### src/rtl/ebus_pkg.sv
package ebus_pkg;

    localparam int TW = 4;   // width of every timing count field

    typedef struct packed {
        logic [1:0]    dtype;
        logic [1:0]    dsize;
        logic          mux;
        logic          rd_sync;
        logic          wr_sync;
        logic [TW-1:0] cyc;
        logic [TW-1:0] acc;
        logic [TW-1:0] adv_on;
        logic [TW-1:0] adv_off;
        logic [TW-1:0] stb_on;
    } cs_cfg_t;

endpackage

### src/rtl/ebus_cfg_sel.sv
module ebus_cfg_sel
    import ebus_pkg::*;
#(
    parameter int NUM_CS = 8,
    localparam int CS_W = $clog2(NUM_CS)
) (
    input  logic [NUM_CS*32-1:0] cfg_flat_i,
    input  logic [CS_W-1:0]      sel_i,
    output cs_cfg_t              cfg_o
);

    cs_cfg_t dec [NUM_CS];

    for (genvar g = 0; g < NUM_CS; g++) begin : g_dec
        logic [31:0] w;
        logic        unused_bits;
        assign w = cfg_flat_i[g*32 +: 32];
        assign dec[g].cyc     = w[3:0];
        assign dec[g].acc     = w[7:4];
        assign dec[g].mux     = w[9];
        assign dec[g].dtype   = w[11:10];
        assign dec[g].dsize   = w[13:12];
        assign dec[g].adv_on  = w[17:14];
        assign dec[g].adv_off = w[21:18];
        assign dec[g].stb_on  = w[25:22];
        assign dec[g].wr_sync = w[27];
        assign dec[g].rd_sync = w[29];
        assign unused_bits    = ^{w[31:30], w[28], w[26], w[8]};
    end

    assign cfg_o = dec[sel_i];

endmodule

### src/rtl/ebus_lane.sv
module ebus_lane (
    input  logic        byte_mode_i,
    input  logic [1:0]  beat_i,
    input  logic [31:0] wdata_i,
    input  logic [31:0] racc_i,
    input  logic [15:0] din_i,
    output logic [15:0] wlane_o,
    output logic [31:0] racc_o
);

    always_comb begin
        racc_o = racc_i;
        if (byte_mode_i) begin
            wlane_o = {8'h00, wdata_i[8*beat_i +: 8]};
            racc_o[8*beat_i +: 8] = din_i[7:0];
        end else begin
            wlane_o = wdata_i[16*beat_i[0] +: 16];
            racc_o[16*beat_i[0] +: 16] = din_i;
        end
    end

endmodule

### src/rtl/ebus_seq.sv
module ebus_seq
    import ebus_pkg::*;
#(
    parameter int NUM_CS = 8,
    parameter int ADDR_W = 24,
    localparam int CS_W = $clog2(NUM_CS)
) (
    input  logic                 clk_i,
    input  logic                 rst_ni,
    input  logic [NUM_CS*32-1:0] cfg_i,
    input  logic                 req_valid_i,
    output logic                 req_ready_o,
    input  logic                 req_write_i,
    input  logic [CS_W-1:0]      req_cs_i,
    input  logic [ADDR_W-1:0]    req_addr_i,
    input  logic [31:0]          req_wdata_i,
    output logic                 rsp_valid_o,
    output logic [31:0]          rsp_rdata_o,
    output logic [NUM_CS-1:0]    cs_n_o,
    output logic                 adv_n_o,
    output logic                 oe_n_o,
    output logic                 we_n_o,
    output logic                 bus_clk_o,
    output logic [ADDR_W-1:0]    addr_o,
    output logic [15:0]          dq_o,
    output logic                 dq_oe_o,
    input  logic [15:0]          dq_i
);

    typedef struct packed {
        logic              busy;
        logic              write;
        logic [CS_W-1:0]   cs;
        logic [ADDR_W-1:0] addr;
        logic [31:0]       wdata;
        logic [31:0]       rdata;
        logic [TW-1:0]     cnt;
        logic [1:0]        beat;
        logic              rsp;
    } state_t;

    state_t  st_d, st_q;
    cs_cfg_t cfg;

    logic              byte_mode, mux_on, addr_phase, sync_dir;
    logic [1:0]        last_beat;
    logic [TW-1:0]     smp_raw, smp_pt;
    logic [ADDR_W-1:0] beat_addr;
    logic [15:0]       wlane;
    logic [31:0]       racc;

    ebus_cfg_sel #(.NUM_CS(NUM_CS)) u_cfg (
        .cfg_flat_i (cfg_i),
        .sel_i      (st_q.cs),
        .cfg_o      (cfg)
    );

    ebus_lane u_lane (
        .byte_mode_i (byte_mode),
        .beat_i      (st_q.beat),
        .wdata_i     (st_q.wdata),
        .racc_i      (st_q.rdata),
        .din_i       (dq_i),
        .wlane_o     (wlane),
        .racc_o      (racc)
    );

    // per-beat decode of the selected configuration
    always_comb begin
        byte_mode  = (cfg.dsize == 2'b00);
        last_beat  = byte_mode ? 2'd3 : 2'd1;
        mux_on     = cfg.mux && (cfg.dtype == 2'b00);
        addr_phase = mux_on && (st_q.cnt < cfg.adv_off);
        sync_dir   = st_q.write ? cfg.wr_sync : cfg.rd_sync;
        smp_raw    = sync_dir ? (cfg.acc | TW'(1)) : cfg.acc;
        smp_pt     = (smp_raw > cfg.cyc) ? cfg.cyc : smp_raw;
        beat_addr  = st_q.addr + ADDR_W'(st_q.beat);
    end

    // next-state
    always_comb begin
        st_d     = st_q;
        st_d.rsp = 1'b0;
        if (!st_q.busy) begin
            if (req_valid_i) begin
                st_d.busy  = 1'b1;
                st_d.write = req_write_i;
                st_d.cs    = req_cs_i;
                st_d.addr  = req_addr_i;
                st_d.wdata = req_wdata_i;
                st_d.rdata = '0;
                st_d.cnt   = '0;
                st_d.beat  = '0;
            end
        end else begin
            if (!st_q.write && (st_q.cnt == smp_pt)) begin
                st_d.rdata = racc;
            end
            if (st_q.cnt == cfg.cyc) begin
                st_d.cnt = '0;
                if (st_q.beat == last_beat) begin
                    st_d.busy = 1'b0;
                    st_d.rsp  = !st_q.write;
                end else begin
                    st_d.beat = st_q.beat + 2'd1;
                end
            end else begin
                st_d.cnt = st_q.cnt + TW'(1);
            end
        end
    end

    always_ff @(posedge clk_i or negedge rst_ni) begin
        if (!rst_ni) begin
            st_q <= '0;
        end else begin
            st_q <= st_d;
        end
    end

    // pin drive, decoded from the registered state
    always_comb begin
        cs_n_o = '1;
        if (st_q.busy) begin
            cs_n_o[st_q.cs] = 1'b0;
        end
        req_ready_o = !st_q.busy;
        rsp_valid_o = st_q.rsp;
        rsp_rdata_o = st_q.rdata;
        addr_o      = beat_addr;
        adv_n_o     = !(st_q.busy && (st_q.cnt >= cfg.adv_on) && (st_q.cnt < cfg.adv_off));
        oe_n_o      = !(st_q.busy && !st_q.write && (st_q.cnt >= cfg.stb_on));
        we_n_o      = !(st_q.busy && st_q.write && (st_q.cnt >= cfg.stb_on) && (st_q.cnt < cfg.cyc));
        dq_oe_o     = st_q.busy && (st_q.write || addr_phase);
        dq_o        = addr_phase ? 16'(beat_addr) : wlane;
        bus_clk_o   = st_q.busy && sync_dir && st_q.cnt[0];
    end

endmodule

### config.mk
export PLATFORM = sky130hd
export DESIGN_NAME = ebus_seq
export DESIGN_NICKNAME = d
export VERILOG_FILES = /design/src/rtl/ebus_pkg.sv /design/src/rtl/ebus_cfg_sel.sv /design/src/rtl/ebus_lane.sv /design/src/rtl/ebus_seq.sv
export SDC_FILE = /design/constraint.sdc
export NUM_CORES = 1
export LEC_CHECK = 0
export BUFFER_PORTS_ARGS = -buffer_cell sky130_fd_sc_hd__buf_2
export CAP_MARGIN = 5
export CORE_AREA = 2 2 165 167
export CTS_BUF_LIST = sky130_fd_sc_hd__clkbuf_8
export DETAILED_ROUTE_END_ITERATION = 12
export DIE_AREA = 0 0 167 169
export HOLD_SLACK_MARGIN = 0.05
export SETUP_SLACK_MARGIN = 0.4
export SYNTH_ARGS = -nofsm -noshare
export SYNTH_HDL_FRONTEND = slang
export SYNTH_HIERARCHICAL = 1
export SYNTH_SLANG_ARGS = --single-unit
### constraint.sdc
create_clock -name clk_i -period 4.1 [get_ports clk_i]
set_input_delay 0.82 -clock clk_i [delete_from_list [all_inputs] [get_ports clk_i]]
set_output_delay 0.82 -clock clk_i [all_outputs]
set_load 0.02 [all_outputs]
==> flow_metrics.tcl <==
set metrics [dict create \
    totalWireLength_um 32800 \
    start_util 0.341 \
    yosys_register_bits 100 \
    cts-buffers-inserted 9 \
    antenna_found_initial 9 \
    synth.area.top_cells "dfrtp_1 (28%), mux4_1 (16%), nand2_1 (11%)" \
    syn-cell-area_sq_um 9030 \
    ir_worst_vdd_mv 0.414 \
    vias 8856 \
    cts_tree "done" \
    first_pass_iters 5 \
    yosysSeqAreaShare 0.277 \
    route.detailed.drc 0 \
    rsz0062_at_grt "yes" \
    grt_pass1_vias 8505 \
    synthFlopType "dfrtp_1" \
    slew_violations 0 \
    combinationalPowerShare 0.770 \
    grt_pass1_wl_um 48500 \
    io_buffers 381 \
    postCtsHoldBufs 0 \
    seqPwrFrac 0.172 \
    relSlewSlack 0.404 \
    critPathMaxStageDelay_ns 0.48 \
    crit_chain "buf_12 -> mux4_2 -> mux2_4 -> inv_2 -> ha_1 -> a21boi_1 -> o21ai_1 -> nand2b_1 -> a21oi_2 -> buf_4 -> and3_4 -> buf_12 -> mux2_2 -> buf_6" \
    critPathMaxFanout 6 \
    placed_area_sq_um 11100 \
    period_share 1.04 \
    p_sw_frac 0.479 \
    yosysTopAreaCell "dfrtp_1" \
    clk_path_buf_depth 2 \
    worstSetupPathType "reg2out" \
    crit_required_ns 3.28 \
    grt_usage 0.222 \
    dp_hpwl_um 24400 \
    yosysWarnings 6 \
    fmax_mhz 235 \
    setup_ws_ns -0.158 \
    p_leak_uw 0.00593 \
    worstSkewPairLatency_ns 0.40 \
    holdCritPathClass "in2async" \
    cp_slowest_cell "mux4_2" \
    max_cap_viol_count 0 \
    grt_max_degree 78 \
    synth_edf_count 0 \
    cp.arrival_ns 3.44 \
    io_pins 422 \
    die_area_sq_um 28200 \
    drive_above_1_share 0.434 \
    netlist_instances 958 \
    violations "negative setup slack" \
    grt.overflow.total 0 \
    place.gp.congestion 0.911 \
    p_per_area_nw_per_um2 914 \
    path_clk_slew_ns 0.12 \
    hold_viol_final 0 \
    core.rowCount 60 \
    clock-sinks 100 \
    syn-num-nets 1321 \
    yosys.area.top_type_share 0.277 \
    cp.buffers_inverters 5 \
    fin_util 0.454 \
    cts_root_buf "clkbuf_8" \
    async_reset_ff_frac 1.00 \
    status "finished with violations" \
    p_int_uw 5740 \
    nets 1677 \
    cts.htree.levels 3 \
    wl_per_cell_um 19.7 \
    startpoint_type "flop" \
    p_switching_uw 5270 \
    vias_per_cell 5.31 \
    finalSetupViolCount 25 \
    worst_clock_skew_ns 0.0188 \
    finalInstanceArea_sq_um 12000 \
    ant_nets 0 \
    pwr-share-clk 0.059 \
    worst_pin_slew_ns 0.894 \
    drtIter0Drc 622 \
    syn2layout_area_growth_pct 33.4 \
    core_region_area_sq_um 26500 \
    min_period_ns 4.26 \
    endpoint_kind "primary output" \
    die_y_um 169 \
    cpLargestDelayFamily "multiplexers" \
    syn_avg_cell_area_sq_um 9.42 \
    crit_top_cell "buf_12" \
    p_total_uw 11000 \
    post-place-ws_ns -0.0987 \
    synth.distinct_cells 62 \
    die_width_um 167 \
]
synthesized netlist by cell type (11+ instances only):
master    instances
xor2_1           12
buf_6            11
mux4_1           54
ha_1             27
nand4_1          11
nand2_1         258
inv_1            27
buf_4            35
clkbuf_1         27
nand3_1          16
a21oi_1          33
nor2_1           30
xnor2_1          14
buf_2            13
nor2b_1          12
a211oi_1         21
a31oi_1          11
dfrtp_1         100
nand2b_1         16
mux2i_1          58
mux2_2           42
o21ai_0          12
through the flow:
step | std cells | hold WS (ns) | TNS, ns
after floorplan | 958 | 0.447 | 0
after global placement | 1614 | 0.462 | -1.46
after detailed placement | 1614 | 0.466 | -1.24
after CTS | 1652 | 0.466 | -2.78
after global routing | 1667 | 0.483 | -7.72
final | 1667 | 0.435 | -2.34
flip-flops by register name, indices dropped and copies added, names as in the netlist:
name and cells:
st_q 67, rsp_rdata_o 32, rsp_valid_o 1
timing repair:
| action | in CTS | in global routing |
|---|---|---|
| gates resized for setup | 73 | 33 |
| endpoints found under the hold margin | 0 | 0 |
| endpoints found under the setup margin | 52 | 61 |
| pin swaps | 10 | 6 |
| setup buffers | 18 | 7 |
| cloned | 4 | 1 |
final timing paths:
check,from,end,slack (ns),depth (start not counted)
min in group clk_i,st_q[42],st_q[42],0.49,2
setup reg to reg,st_q[95],rsp_rdata_o[27],-0.02,19
hold reg to reg,st_q[42],st_q[42],0.49,2
max in group asynchronous,rst_ni,rsp_rdata_o[24],2.72,2
setup / recovery,st_q[95],dq_o[0],-0.16,14
hold / removal,rst_ni,rsp_rdata_o[10],0.43,1
placed cells by master, fill, tap and decap left out, types with 8 or more instances in the layout:
master and instances:
mux2i_1 57, mux4_2 15, clkbuf_8 10, nand2b_1 15, xnor2_1 13, a211oi_1 21
o21ai_0 11, buf_4 43, buf_2 359, mux4_1 39, nor2b_1 11, mux2_2 30
ha_1 21, and2_1 8, inv_1 24, nand4_1 11, mux2_4 21, nand3_1 15
buf_12 10, nor2_1 27, dfrtp_1 97, a31oi_1 11, xor2_1 12, a22o_1 9
nand2_1 256, a21oi_1 27, buf_6 23
worst reg2reg max path, delay by kind of cell, from the launching register on:
family	cells	cell delay [ns]
and+or+nand+nor	3	0.22
AOI/OAI and AO/OA	4	0.98
DFF	1	0.45
buffers and inverters	7	1.01
muxes	4	1.27
adders and majority gates	1	0.14
cells by family after synthesis:
kind of cell,share of synthesized area
xor+xnor,0.0252
simple gates,0.188
compound gates,0.106
buf+inv,0.0782
flops,0.277
mux,0.285
fa+ha+maj,0.0396
power groups by stage:
stage	clock network [uW]	registers [uW]	logic [uW]
finish	647	1890	8470
CTS	672	1880	8110
detailed placement	0	1900	7140
floorplan	0	1750	5480
global route	701	1960	9120
global placement	0	1890	7060
routing by layer:
layer / wire length [um] / vias up / track usage
li1: - / 4148 / -
met1: 13300 / 4271 / 0.277
met2: 16400 / 374 / 0.382
met3: 1990 / 63 / 0.0348
met4: 1080 / 0 / 0.0937
met5: 0 / - / 0
cell type report:
type | instances | area (sq um)
repair buffers | 442 | 2740
well taps | 341 | 427
clock inverters | 6 | 48.8
flip-flops and latches | 100 | 2510
clock buffers | 10 | 138
inverters | 29 | 114
multi-input cells | 732 | 6050
diodes | 7 | 17.5
fillers | 2536 | 14500
No activity file was read; power rests on OpenSTA's default activity.
